[src/rtl/dsi_pkg.sv]
package dsi_pkg;
  localparam int WORD_W = 16;
  localparam int CMD_W  = 4;
  localparam int PAY_W  = WORD_W - CMD_W;

  typedef enum logic [CMD_W-1:0] {
    CMD_LOAD = 4'b0000,
    CMD_READ = 4'b1001,
    CMD_FALL = 4'b1010,
    CMD_RISE = 4'b1011
  } dsi_cmd_e;

  function automatic logic [CMD_W-1:0] cmd_field(input logic [WORD_W-1:0] w);
    return w[WORD_W-1 -: CMD_W];
  endfunction
endpackage

[src/rtl/dsi_sync.sv]
module dsi_sync #(
  parameter int           W    = 3,
  parameter logic [W-1:0] INIT = '0
) (
  input  logic         clk,
  input  logic         rst_n,
  input  logic [W-1:0] d,
  output logic [W-1:0] q
);
  for (genvar i = 0; i < W; i++) begin : g_bit
    logic [1:0] stage;
    always_ff @(posedge clk or negedge rst_n) begin
      if (!rst_n) stage <= {2{INIT[i]}};
      else        stage <= {stage[0], d[i]};
    end
    assign q[i] = stage[1];
  end
endmodule

[src/rtl/dsi_edge.sv]
module dsi_edge (
  input  logic clk,
  input  logic rst_n,
  input  logic sclk_s,
  input  logic sync_n_s,
  input  logic rise_mode,
  output logic cap_evt,
  output logic launch_evt,
  output logic sync_fall,
  output logic sync_rise
);
  logic sclk_d, sync_d;
  logic sclk_up, sclk_dn;

  always_ff @(posedge clk or negedge rst_n) begin
    if (!rst_n) begin
      sclk_d <= 1'b0;
      sync_d <= 1'b1;
    end else begin
      sclk_d <= sclk_s;
      sync_d <= sync_n_s;
    end
  end

  assign sclk_up    = sclk_s & ~sclk_d;
  assign sclk_dn    = ~sclk_s & sclk_d;
  assign cap_evt    = rise_mode ? sclk_up : sclk_dn;
  assign launch_evt = rise_mode ? sclk_dn : sclk_up;
  assign sync_fall  = ~sync_n_s & sync_d;
  assign sync_rise  = sync_n_s & ~sync_d;
endmodule

[src/rtl/dsi_frame.sv]
module dsi_frame #(
  parameter int WORD_W = 16,
  localparam int CNT_W = $clog2(WORD_W)
) (
  input  logic              clk,
  input  logic              rst_n,
  input  logic              cap_evt,
  input  logic              sync_fall,
  input  logic              sync_rise,
  input  logic              sdin_s,
  input  logic              rb_load,
  input  logic [WORD_W-1:0] rb_word,
  output logic              frame_active,
  output logic              frame_start,
  output logic              frame_abort,
  output logic              exec_evt,
  output logic [WORD_W-1:0] word_next,
  output logic              sr_msb
);
  logic [WORD_W-1:0] sr;
  logic [CNT_W-1:0]  cnt;
  logic              active;
  logic              shift_evt;

  assign frame_start  = sync_fall;
  assign frame_abort  = active & sync_rise;
  assign shift_evt    = active & cap_evt & ~sync_rise;
  assign exec_evt     = shift_evt & (cnt == CNT_W'(WORD_W - 1));
  assign word_next    = {sr[WORD_W-2:0], sdin_s};
  assign sr_msb       = sr[WORD_W-1];
  assign frame_active = active;

  always_ff @(posedge clk or negedge rst_n) begin
    if (!rst_n) begin
      sr     <= '0;
      cnt    <= '0;
      active <= 1'b0;
    end else if (frame_start) begin
      active <= 1'b1;
      cnt    <= '0;
    end else if (frame_abort) begin
      active <= 1'b0;
    end else if (shift_evt) begin
      sr  <= (exec_evt && rb_load) ? rb_word : word_next;
      cnt <= cnt + 1'b1;
      if (exec_evt) active <= 1'b0;
    end
  end
endmodule

[src/rtl/dac_serial_if.sv]
module dac_serial_if #(
  parameter int DATA_W = 12
) (
  input  logic              clk,
  input  logic              rst_n,
  input  logic              sclk_pin,
  input  logic              sdin_pin,
  input  logic              sync_n_pin,
  output logic [DATA_W-1:0] dac_code,
  output logic              dac_update,
  output logic              sdo
);
  import dsi_pkg::*;

  function automatic logic [DATA_W-1:0] data_field(input logic [WORD_W-1:0] w);
    return w[PAY_W-1 -: DATA_W];
  endfunction

  function automatic logic [WORD_W-1:0] rb_pack(input logic [DATA_W-1:0] c);
    logic [WORD_W-1:0] w;
    w = '0;
    w[PAY_W-1 -: DATA_W] = c;
    return w;
  endfunction

  logic [2:0] pins_s;
  logic sclk_s, sdin_s, sync_n_s;
  logic cap_evt, launch_evt, sync_fall, sync_rise;
  logic frame_active, frame_start, frame_abort, exec_evt, sr_msb;
  logic launch_upd, rb_load;
  logic [WORD_W-1:0] word_next;
  logic [CMD_W-1:0]  cmd;
  logic [DATA_W-1:0] code_q;
  logic upd_q, rise_q, sdo_q;

  dsi_sync #(.W(3), .INIT(3'b100)) u_sync (
    .clk(clk), .rst_n(rst_n),
    .d({sync_n_pin, sdin_pin, sclk_pin}), .q(pins_s)
  );
  assign sclk_s   = pins_s[0];
  assign sdin_s   = pins_s[1];
  assign sync_n_s = pins_s[2];

  dsi_edge u_edge (
    .clk(clk), .rst_n(rst_n), .sclk_s(sclk_s), .sync_n_s(sync_n_s),
    .rise_mode(rise_q), .cap_evt(cap_evt), .launch_evt(launch_evt),
    .sync_fall(sync_fall), .sync_rise(sync_rise)
  );

  dsi_frame #(.WORD_W(WORD_W)) u_frame (
    .clk(clk), .rst_n(rst_n), .cap_evt(cap_evt), .sync_fall(sync_fall),
    .sync_rise(sync_rise), .sdin_s(sdin_s), .rb_load(rb_load),
    .rb_word(rb_pack(code_q)), .frame_active(frame_active),
    .frame_start(frame_start), .frame_abort(frame_abort),
    .exec_evt(exec_evt), .word_next(word_next), .sr_msb(sr_msb)
  );

  assign cmd        = cmd_field(word_next);
  assign rb_load    = exec_evt && (cmd == CMD_READ);
  assign launch_upd = launch_evt & frame_active & ~sync_rise;

  always_ff @(posedge clk or negedge rst_n) begin
    if (!rst_n) begin
      code_q <= '0;
      upd_q  <= 1'b0;
      rise_q <= 1'b0;
    end else begin
      upd_q <= 1'b0;
      if (exec_evt) begin
        case (cmd)
          CMD_LOAD: begin
            code_q <= data_field(word_next);
            upd_q  <= 1'b1;
          end
          CMD_RISE: rise_q <= 1'b1;
          CMD_FALL: rise_q <= 1'b0;
          default:  ;
        endcase
      end
    end
  end

  always_ff @(posedge clk or negedge rst_n) begin
    if (!rst_n)                        sdo_q <= 1'b0;
    else if (frame_start || launch_upd) sdo_q <= sr_msb;
  end

  assign dac_code   = code_q;
  assign dac_update = upd_q;
  assign sdo        = sdo_q;
endmodule

[config.mk]
export PLATFORM = sky130hd
export DESIGN_NAME = dac_serial_if
export DESIGN_NICKNAME = d
export VERILOG_FILES = /design/src/rtl/dsi_pkg.sv /design/src/rtl/dsi_sync.sv /design/src/rtl/dsi_edge.sv /design/src/rtl/dsi_frame.sv /design/src/rtl/dac_serial_if.sv
export SDC_FILE = /design/constraint.sdc
export NUM_CORES = 1
export LEC_CHECK = 0
export BUFFER_PORTS_ARGS = -buffer_cell sky130_fd_sc_hd__buf_2
export CAP_MARGIN = 20
export CORE_MARGIN = 2
export CORE_UTILIZATION = 29
export DETAILED_ROUTE_END_ITERATION = 16
export GPL_ROUTABILITY_DRIVEN = 0
export PLACE_DENSITY_LB_ADDON = 0.25
export SYNTH_ARGS = -nofsm -noshare
export SYNTH_HDL_FRONTEND = slang
export SYNTH_SLANG_ARGS = --single-unit
[constraint.sdc]
create_clock -name clk -period 2 [get_ports clk]
set_input_delay 0.1 -clock clk [delete_from_list [all_inputs] [get_ports clk]]
set_output_delay 0.1 -clock clk [all_outputs]
set_load 0.005 [all_outputs]
==> qor.yml, run 1 <==
logic_synthesis:
  synth_nets: 190
  synth-edff-count: 0
  ys_ff_latch: 44
  synth_area_leader_cell: "dfrtp_1"
  synth_top_area_share_pct: 49.73
  synthCells: 184
  yosysWarnings: 0
  ys_types: 34
  synth-seq-area-share_pct: 53.55
  netlist_area_um2: 2063
  synthArstFlopShare_pct: 100.0
  avgSynthCellArea_um2: 11.21
  yosysMostFrequentCell: "dfrtp_1"
  synth_flop_cell: "dfrtp_1"
  synth.area.top_cells: "dfrtp_1 (50%), mux2_4 (6.5%), o31ai_1 (4.4%), a31oi_1 (4.2%), a21oi_1 (3.9%)"
  synthTopCellsByCount: "dfrtp_1 (41), a21oi_1 (16), nor2_1 (15), a31oi_1 (14), nand2_1 (13)"
timing:
  worst_slew_pin_slew_ns: 0.5556
  finalSetupTns_ns: 0
  clock_skew_ns: 0.01378
  timing.fmax_ghz: 0.5297
  hold_slack_ns: 0.3539
  rsz0062_at_grt: "no"
  slew_headroom_pct: 62.96
  hold_viol: 0
  setup_violations: 0
  fin_ws_ns: 0.1123
  min_period_ns: 1.888
  drv_slew: 0
  period_share_pct: 94.39
die:
  fp.dieH_um: 88.35
  row_count: 30
  core_um2: 6832
  dieArea_um2: 7805
  ios: 19
  die_w_um: 88.35
  initial_core_util_pct: 30.20
power:
  leakage_uw: 0.001163
  power_density_nw_per_um2: 928.2
  total_power_uw: 2275
  ir_drop_mv: 0.5047
critical_path:
  cp-startpoint: "u_frame.cnt[0]$_DFFE_PN0P_"
  cp.arrival_ns: 2.08
  r2r_slack_ns: 0.11
  critPathMaxFanout: 8
  critical_path_class: "reg2reg"
  critPathCaptureType: "flip-flop"
  startpoint_type: "flip-flop"
  cp.required_ns: 2.19
  r2r_start: "u_frame.cnt[0]$_DFFE_PN0P_"
global_routing:
  grt_pass1_wl_mm: 7.362
  grt_pass1_vias: 1502
  grt_max_degree: 45
  overflow: 0
  grt_usage_pct: 12.33
  antenna_found_initial: 0
clocking:
  clk_root_buffer_cell: "clkbuf_8"
  cts_max_level: 2
  clock-sinks: 44
  insertion_delay_ns: 0.30
  cts_tree: "built"
  cts_resized: 0
  clkTransAtPathRegs_ns: 0.09
  clockBufferDepth: 2
  cts_buffers: 5
drt:
  wl_per_cell_um: 14.02
  route.detailed.drc: 0
  drtIter0Drc: 102
  vias: 1486
  firstDrtPassIters: 4
  via_per_inst: 4.794
  drt-total-wl_mm: 4.346
  postRouteAntennaNets: 0
status:
  outcome: "finished, final reports clean"
job:
  maxCapViolCount: 0
place:
  numPortBuffers: 18
  hpwl_mm: 2.829
  pre_cts_ws_ns: 0.09696
finish:
  ff_latch_area_um2: 1105
  drive_gt1_share_pct: 28.50
  layout.nets: 219
  finalCoreUtilization_pct: 35.88
  fill_cells: 725
  areaGrowthSynthToFinish_pct: 18.80
  diodes: 0
  multi_input_area_um2: 869.6
worst_hold_path:
  hp-class: "reg2reg"
  min_from: "u_sync.g_bit[0].stage[0]$_DFF_PN0_"
[path summary, 6_finish.rpt]
check	end	depth (start not counted)
min in group asynchronous	dac_code[8]$_DFFE_PN0P_	3
max in group asynchronous	u_sync.g_bit[2].stage[1]$_DFF_PN1_	3
max reg2reg	dac_code[10]$_DFFE_PN0P_	6
min	u_sync.g_bit[0].stage[1]$_DFF_PN0_	0
min reg2reg	u_sync.g_bit[0].stage[1]$_DFF_PN0_	0
max	dac_code[10]$_DFFE_PN0P_	6
[power breakdown]
group	internal, uW	leakage (uW)	switching [uW]	total, uW
Combinational	163	0.000553	232	395
Clock	409	0.0000614	309	717
Sequential	1030	0.000548	129	1160
Total	1610	0.00116	669	2280
[final cells by class]
class | instances | area share (%)
multi-input combinational | 125 | 35.48
timing repair buffer | 35 | 9.290
inverter | 2 | 0.3063
clock buffer | 6 | 3.369
clock inverter | 2 | 1.582
tap | 96 | 4.900
sequential | 44 | 45.07
[state kept, by name, summed over array words and instances (netlist names)]
register	count
dac_code	12
dac_update	1
rise_q	1
sdo	1
u_edge.sclk_d	1
u_edge.sync_d	1
u_frame.cnt	4
u_frame.frame_active	1
u_frame.sr	16
u_sync.g_bit.stage	6
[repair_timing]
item | 4_1_cts | 5_1_grt
hold buffers | 4 | 0
setup buffers | 0 | 0
hold endpoints to repair | 44 | 0
[cell usage in the layout, fill, tap and decap left out, types with 4 or more instances in the layout]
cell type and instances:
mux2_4 9, dfrtp_1 41, o31ai_1 12, a21oi_1 16, buf_4 13, mux2_2 5
o21ai_0 5, a31oi_1 14, buf_2 18, dlygate4sd3_1 4, nor2_1 15, and3_1 12
clkbuf_8 6, nand2_1 13
[logic make-up after synthesis]
group	count (synthesis)	synth area share [%]
muxes	14	9.278
DFF	44	53.55
adders and majority gates	1	0.6063
and+or+nand+nor	57	14.98
buffers and inverters	15	4.305
AOI/OAI and AO/OA	52	16.86
xor gates and xnor gates	1	0.4246
[metal layers]
| metal | share of wire (%) | routed length [um] | vias to the layer above | global-route usage, % |
|---|---|---|---|---|
| met1 | 49 | 2134 | 739 | 16.56 |
| met5 | 0 | 0 | - | 0 |
| met4 | 1.2 | 52 | 0 | 3.994 |
| met3 | 3.5 | 153 | 4 | 2.892 |
| li1 | - | - | 724 | - |
| met2 | 46 | 2006 | 19 | 19.75 |
[critical path, cell delays in order (launching register included)]
cell and delay [ns]:
dfrtp_1 0.40, ha_1 0.19, nand3_1 0.12, or2_2 0.34, nor3_4 0.20, buf_4 0.23, mux2_4 0.32
[metrics by stage]
stage	cell area (um2)	std cells
final	2451	310
after global routing	2451	310
after CTS	2451	310
after detailed placement	2290	298
after global placement	2290	298
after floorplan	2063	184
No activity file was read; power rests on OpenSTA's default activity.
==> run 2, diff against run 1 <==
--- a/config.mk
+++ b/config.mk
@@ -7,7 +7,7 @@
 export LEC_CHECK = 0
 export BUFFER_PORTS_ARGS = -buffer_cell sky130_fd_sc_hd__buf_2
 export CAP_MARGIN = 20
-export CORE_MARGIN = 2
+export CORE_MARGIN = 8
 export CORE_UTILIZATION = 29
 export DETAILED_ROUTE_END_ITERATION = 16
 export GPL_ROUTABILITY_DRIVEN = 0
==> run 2 against run 1 <==
Compared with the run above: register-to-register slack is essentially flat; total power shrank 5.5%; flip-flop and latch count is the same; non-clock buffer count grew 1; die area grew 29%; worst setup slack gained 0.0088 ns; largest cell class unchanged; largest power group unchanged; highest routed layer unchanged.
==> qor.yml, run 2 (synthesis gave the netlist of run 1 again) <==
status:
  outcome: "finished, final reports clean"  # unchanged
global_routing:
  grt_usage_pct: 10.49  # was 12.33%
  grt_pass1_vias: 1617  # was 1502
  grt_max_degree: 24  # was 45
  grt_pass1_wl_mm: 8.335  # was 7.362 mm
  antenna_found_initial: 0  # unchanged
  overflow: 0  # unchanged
die:
  initial_core_util_pct: 30.20  # unchanged
  core_um2: 6832  # unchanged
  ios: 19  # unchanged
  dieArea_um2: 10070  # was 7805 um2
  row_count: 30  # unchanged
  fp.dieH_um: 100.3  # was 88.35 um
  die_w_um: 100.3  # was 88.35 um
timing:
  min_period_ns: 1.879  # was 1.888 ns
  period_share_pct: 93.95  # was 94.39%
  rsz0062_at_grt: "no"  # unchanged
  drv_slew: 0  # unchanged
  finalSetupTns_ns: 0  # unchanged
  hold_viol: 0  # unchanged
  clock_skew_ns: 0.009688  # was 0.01378 ns
  slew_headroom_pct: 63.49  # was 62.96%
  worst_slew_pin_slew_ns: 0.5476  # was 0.5556 ns
  setup_violations: 0  # unchanged
  fin_ws_ns: 0.1211  # was 0.1123 ns
  timing.fmax_ghz: 0.5322  # was 0.5297 GHz
critical_path:
  critPathMaxFanout: 9  # was 8
  crit_family: "simple AND/OR/NAND/NOR gates"  # unchanged
  cp_slowest_stage_delay_ns: 0.39  # was 0.40 ns
  startpoint_type: "flip-flop"  # unchanged
  crit_path_top_delay_cell: "dfrtp_1"  # unchanged
  cp.arrival_ns: 2.06  # was 2.08 ns
  critical_path_class: "reg2reg"  # unchanged
  path_buf_inv: 1  # unchanged
  cp_cell_sequence: "ha_1, nand3_1, or2_2, nor3_4, buf_12, mux2_2"  # was ha_1, nand3_1, or2_2, nor3_4, buf_4, mux2_4
  cp.required_ns: 2.18  # was 2.19 ns
  critPathCaptureType: "flip-flop"  # unchanged
clocking:
  cts_hold_buf: 4  # unchanged
  cts_tree: "built"  # unchanged
  clock-sinks: 44  # unchanged
  clkTransAtPathRegs_ns: 0.08  # was 0.09 ns
  cts_buffers: 5  # unchanged
  cts_post_setup_buffers_inserted: 0  # unchanged
  insertion_delay_ns: 0.30  # about the same
  clockBufferDepth: 2  # unchanged
  cts_resized: 0  # unchanged
  clk_root_buffer_cell: "clkbuf_8"  # unchanged
  cts_max_level: 2  # unchanged
finish:
  regMostFlops: "u_frame.sr"  # unchanged
  layout.nets: 220  # was 219
  mostFrequentLayoutCells: "dfrtp_1 (41), buf_2 (18), a21oi_1 (16)"  # unchanged
  areaGrowthSynthToFinish_pct: 18.44  # was 18.80%
  final_common_cell: "dfrtp_1"  # unchanged
  design_area_um2: 2444  # was 2451 um2
  fill_cells: 712  # was 725
  diodes: 0  # unchanged
  ff_latch_area_um2: 1105  # unchanged
  multi_input_area_um2: 869.6  # unchanged
  largest_reg_flops: 16  # unchanged
  drive_gt1_share_pct: 28.37  # was 28.50%
  finalCoreUtilization_pct: 35.77  # was 35.88%
power:
  power_density_nw_per_um2: 879.8  # was 928.2 nW/um2
  ir_drop_mv: 0.3736  # was 0.5047 mV
  leakage_uw: 0.001153  # was 0.001163 uW
drt:
  wl_per_cell_um: 15.26  # was 14.02 um
  firstDrtPassIters: 4  # unchanged
  drt-total-wl_mm: 4.746  # was 4.346 mm
  via_per_inst: 4.916  # was 4.794
  route.detailed.drc: 0  # unchanged
  drtIter0Drc: 125  # was 102
  vias: 1529  # was 1486
  postRouteAntennaNets: 0  # unchanged
place:
  placed_cell_area_um2: 2310  # was 2290 um2
  numPortBuffers: 18  # unchanged
  pre_cts_ws_ns: 0.1107  # was 0.09696 ns
  hpwl_mm: 3.202  # was 2.829 mm
worst_hold_path:
  hp-class: "in2async"  # was reg2reg
job:
  maxCapViolCount: 0  # unchanged
==> run 2: changes by cell type in the layout (fill, tap and decap cells not counted), sizes merged <==
cell / before / now
clkinv: 1 / 0
clkbuf: 6 / 7
buf: 31 / 32
bufinv: 1 / 0
clkinvlp: 0 / 1
==> run 2: cell type report <==
class	count	area share, %
Sequential cell	44	45.21
Multi-Input combinational cell	125	35.59
Timing Repair Buffer	36	10.14
Tap cell	96	4.916
Clock buffer	7	3.533
Clock inverter	1	0.3072
Inverter	2	0.3072
==> run 2: metal layers <==
| metal | global-route usage (%) | up-vias | share of wire [%] |
|---|---|---|---|
| met1 | 13.13 | 772 | 47 |
| met2 | 16.51 | 29 | 48 |
| li1 | - | 724 | - |
| met4 | 4.419 | 0 | 1.5 |
| met5 | 0 | - | 0 |
| met3 | 2.907 | 4 | 3.6 |
==> run 2: per-stage QoR <==
stage | std cells | hold WS, ns | total power [uW]
global route | 311 | 0.3638 | 2289
detailed placement | 299 | 0.1253 | 1581
finish | 311 | 0.3143 | 2150
CTS | 311 | 0.3342 | 2177
global placement | 299 | 0.1211 | 1571
floorplan | 184 | -0.1956 | 1412
==> run 2: power breakdown <==
part | internal (uW) | switching (uW)
Combinational | 164 | 233
Clock | 281 | 304
Sequential | 1030 | 133
Total | 1480 | 670
==> run 2: worst paths after layout <==
| kind | from | endpoint | slack, ns | cells after the start |
|---|---|---|---|---|
| setup / recovery | u_frame.cnt[0]$_DFFE_PN0P_ | dac_code[1]$_DFFE_PN0P_ | 0.12 | 6 |
| hold / removal | rst_n | u_frame.sr[7]$_DFFE_PN0P_ | 0.31 | 2 |
| setup reg to reg | u_frame.cnt[0]$_DFFE_PN0P_ | dac_code[1]$_DFFE_PN0P_ | 0.12 | 6 |
| hold reg to reg | u_sync.g_bit[1].stage[0]$_DFF_PN0_ | u_sync.g_bit[1].stage[1]$_DFF_PN0_ | 0.35 | 0 |
| max in group asynchronous | rst_n | u_frame.sr[13]$_DFFE_PN0P_ | 1.12 | 3 |
| min in group clk | u_sync.g_bit[1].stage[0]$_DFF_PN0_ | u_sync.g_bit[1].stage[1]$_DFF_PN0_ | 0.35 | 0 |
==> run 2: worst register-to-register path: stages, from the launching register on <==
cell and delay, ns:
dfrtp_1 0.39, ha_1 0.18, nand3_1 0.12, or2_2 0.33, nor3_4 0.25, buf_12 0.17, mux2_2 0.33
==> run 3, diff against run 2 <==
==> constraint.sdc (replaced) <==
create_clock -name clk -period 1.9 [get_ports clk]
set_input_delay 0.095 -clock clk [delete_from_list [all_inputs] [get_ports clk]]
set_output_delay 0.095 -clock clk [all_outputs]
set_load 0.005 [all_outputs]
==> run 3 against run 2 <==
Compared with the run above: die area is the same; worst setup slack got worse by 0.026 ns; highest routed layer unchanged; cell area rose by 3.1%; largest power group unchanged; critical endpoint is now dac_code[4]$_DFFE_PN0P_; register-to-register slack worse by 0.03 ns; count of clock-buffer cells in the layout shrank 2.
==> qor.yml, run 3 (synthesis gave the netlist of run 1 again) <==
timing:
  rsz0062_at_grt: "no"  # unchanged
  hold_viol: 0  # unchanged
  drv_slew: 0  # unchanged
  finalSetupTns_ns: 0  # unchanged
  min_period_ns: 1.805  # was 1.879 ns
  worst_slew_pin_slew_ns: 0.5117  # was 0.5476 ns
  hold_slack_ns: 0.2414  # was 0.3143 ns
  clock_skew_ns: 0.01093  # was 0.009688 ns
  period_share_pct: 95.00  # was 93.95%
  slew_headroom_pct: 65.80  # was 63.49%
  setup_violations: 0  # unchanged
  timing.fmax_ghz: 0.5540  # was 0.5322 GHz
die:
  dieArea_um2: 10070  # unchanged
  initial_core_util_pct: 30.20  # unchanged
  core_um2: 6832  # unchanged
  die_w_um: 100.3  # unchanged
  row_count: 30  # unchanged
  fp.dieH_um: 100.3  # unchanged
  ios: 19  # unchanged
finish:
  final_common_cell: "dfrtp_1"  # unchanged
  finalNonFillerCells: 315  # was 311
  regMostFlops: "u_frame.sr"  # unchanged
  mostFrequentLayoutCells: "dfrtp_1 (41), buf_2 (18), a21oi_1 (16), buf_4 (16), nor2_1 (15)"  # was dfrtp_1 (41), buf_2 (18), a21oi_1 (16)
  diodes: 0  # unchanged
  design_area_um2: 2519  # was 2444 um2
  largest_reg_flops: 16  # unchanged
  drive_gt1_share_pct: 31.05  # was 28.37%
  layout.nets: 224  # was 220
  finalCoreUtilization_pct: 36.87  # was 35.77%
  areaGrowthSynthToFinish_pct: 22.07  # was 18.44%
clocking:
  cts_max_level: 2  # unchanged
  cts_buffers: 5  # unchanged
  clock-sinks: 44  # unchanged
  clockBufferDepth: 2  # unchanged
  clkTransAtPathRegs_ns: 0.09  # was 0.08 ns
  insertion_delay_ns: 0.30  # about the same
  cts_tree: "built"  # unchanged
  clk_root_buffer_cell: "clkbuf_8"  # unchanged
worst_hold_path:
  hp-class: "in2async"  # unchanged
global_routing:
  grt_max_degree: 19  # was 24
  use_met2_pct: 15.49  # was 16.51%
  grt_pass1_wl_mm: 7.576  # was 8.335 mm
  antenna_found_initial: 0  # unchanged
  met1_usage_pct: 11.98  # was 13.13%
  grt_usage_pct: 9.660  # was 10.49%
  met3_usage_pct: 2.284  # was 2.907%
  busiest_layer: "met2"  # unchanged
  overflow: 0  # unchanged
  grt_pass1_vias: 1512  # was 1617
power:
  intPower_uw: 1665  # was 1480 uW
  ir_drop_mv: 0.3639  # was 0.3736 mV
  clkPwrFrac_pct: 30.7  # was 27.2%
  power_density_nw_per_um2: 947.7  # was 879.8 nW/um2
  leakage_uw: 0.001189  # was 0.001153 uW
  sequentialPowerShare_pct: 51.3  # was 54.3%
  switching_power_uw: 722.5  # was 670.3 uW
  combPwrFrac_pct: 18.0  # was 18.5%
  power_switching_share_pct: 30.27  # was 31.18%
drt:
  drt-total-wl_mm: 4.682  # was 4.746 mm
  drtIter0Drc: 56  # was 125
  route.detailed.drc: 0  # unchanged
  wl_per_cell_um: 14.86  # was 15.26 um
  via_per_inst: 4.806  # was 4.916
  vias: 1514  # was 1529
  postRouteAntennaNets: 0  # unchanged
  firstDrtPassIters: 4  # unchanged
place:
  numPortBuffers: 18  # unchanged
  hpwl_mm: 2.981  # was 3.202 mm
  placed_cells: 299  # unchanged
  placed_cell_area_um2: 2310  # unchanged
critical_path:
  cp.arrival_ns: 2.00  # was 2.06 ns
  cp.required_ns: 2.09  # was 2.18 ns
  critPathMaxFanout: 6  # was 9
  critPathCaptureType: "flip-flop"  # unchanged
  critical_path_class: "reg2reg"  # unchanged
  startpoint_type: "flip-flop"  # unchanged
job:
  maxCapViolCount: 0  # unchanged
status:
  outcome: "finished, final reports clean"  # unchanged
run 3: cell count changes in the layout (fill, tap and decap cells not counted), sizes merged:
cell	delta
buf	+3
bufinv	+1
clkbuf	-1
inv	+1
run 3: worst paths after layout:
path                                               startpoint                                  to  slack, ns  cells past startpoint
setup / recovery                   u_frame.sr[12]$_DFFE_PN0P_             dac_code[4]$_DFFE_PN0P_        0.1                      4
hold / removal                                          rst_n             dac_code[7]$_DFFE_PN0P_       0.24                      2
setup reg to reg                   u_frame.sr[12]$_DFFE_PN0P_             dac_code[4]$_DFFE_PN0P_        0.1                      4
hold reg to reg            u_sync.g_bit[0].stage[0]$_DFF_PN0_  u_sync.g_bit[0].stage[1]$_DFF_PN0_       0.36                      0
max in group asynchronous                               rst_n  u_sync.g_bit[0].stage[0]$_DFF_PN0_       1.11                      3
min in group clk           u_sync.g_bit[0].stage[0]$_DFF_PN0_  u_sync.g_bit[0].stage[1]$_DFF_PN0_       0.36                      0
run 3: metrics by stage:
step	setup slack (ns)	total power (uW)
4_1_cts	0.04647	2406
6_report	0.09506	2387
5_1_grt	0.01544	2517
3_5_place_dp	0.05776	1652
2_1_floorplan	0.02830	1486
3_3_place_gp	0.09608	1657
run 3: layout make-up:
cell class / count / area [um2]
fill: 715 / 4313
sequential: 44 / 1105
multi-input combinational: 125 / 875.8
timing repair buffer: 40 / 295.3
tap: 96 / 120.1
clock buffer: 5 / 68.82
clock inverter: 3 / 46.29
inverter: 2 / 7.507
run 3: critical path: stages (launching register included):
cell       delay (ns)
dfrtp_1          0.43
or3_1            0.44
nor3_4           0.32
clkbuf_16        0.22
mux2_4           0.29
run 3: metal layers:
| metal | wire length, um | share of wire [%] | up-vias |
|---|---|---|---|
| met1 | 2290 | 49 | 755 |
| met4 | 63 | 1.3 | 0 |
| met2 | 2211 | 47 | 20 |
| met3 | 115 | 2.5 | 5 |
| met5 | 0 | 0 | - |
| li1 | - | - | 734 |
run 3: power groups by stage:
stage                     registers (uW)  logic [uW]  clock network, uW
after detailed placement            1240         412                  0
after floorplan                     1200         285                  0
after CTS                           1220         425                759
after global placement              1240         417                  0
after global routing                1250         480                788
final                               1220         430                732
run 3: repair_timing:
action | in CTS | in global routing
hold buffers | 4 | 0
gates resized for setup | 0 | 3
setup buffers | 0 | 3
setup endpoints to repair | 0 | 12
hold endpoints to repair | 15 | 0
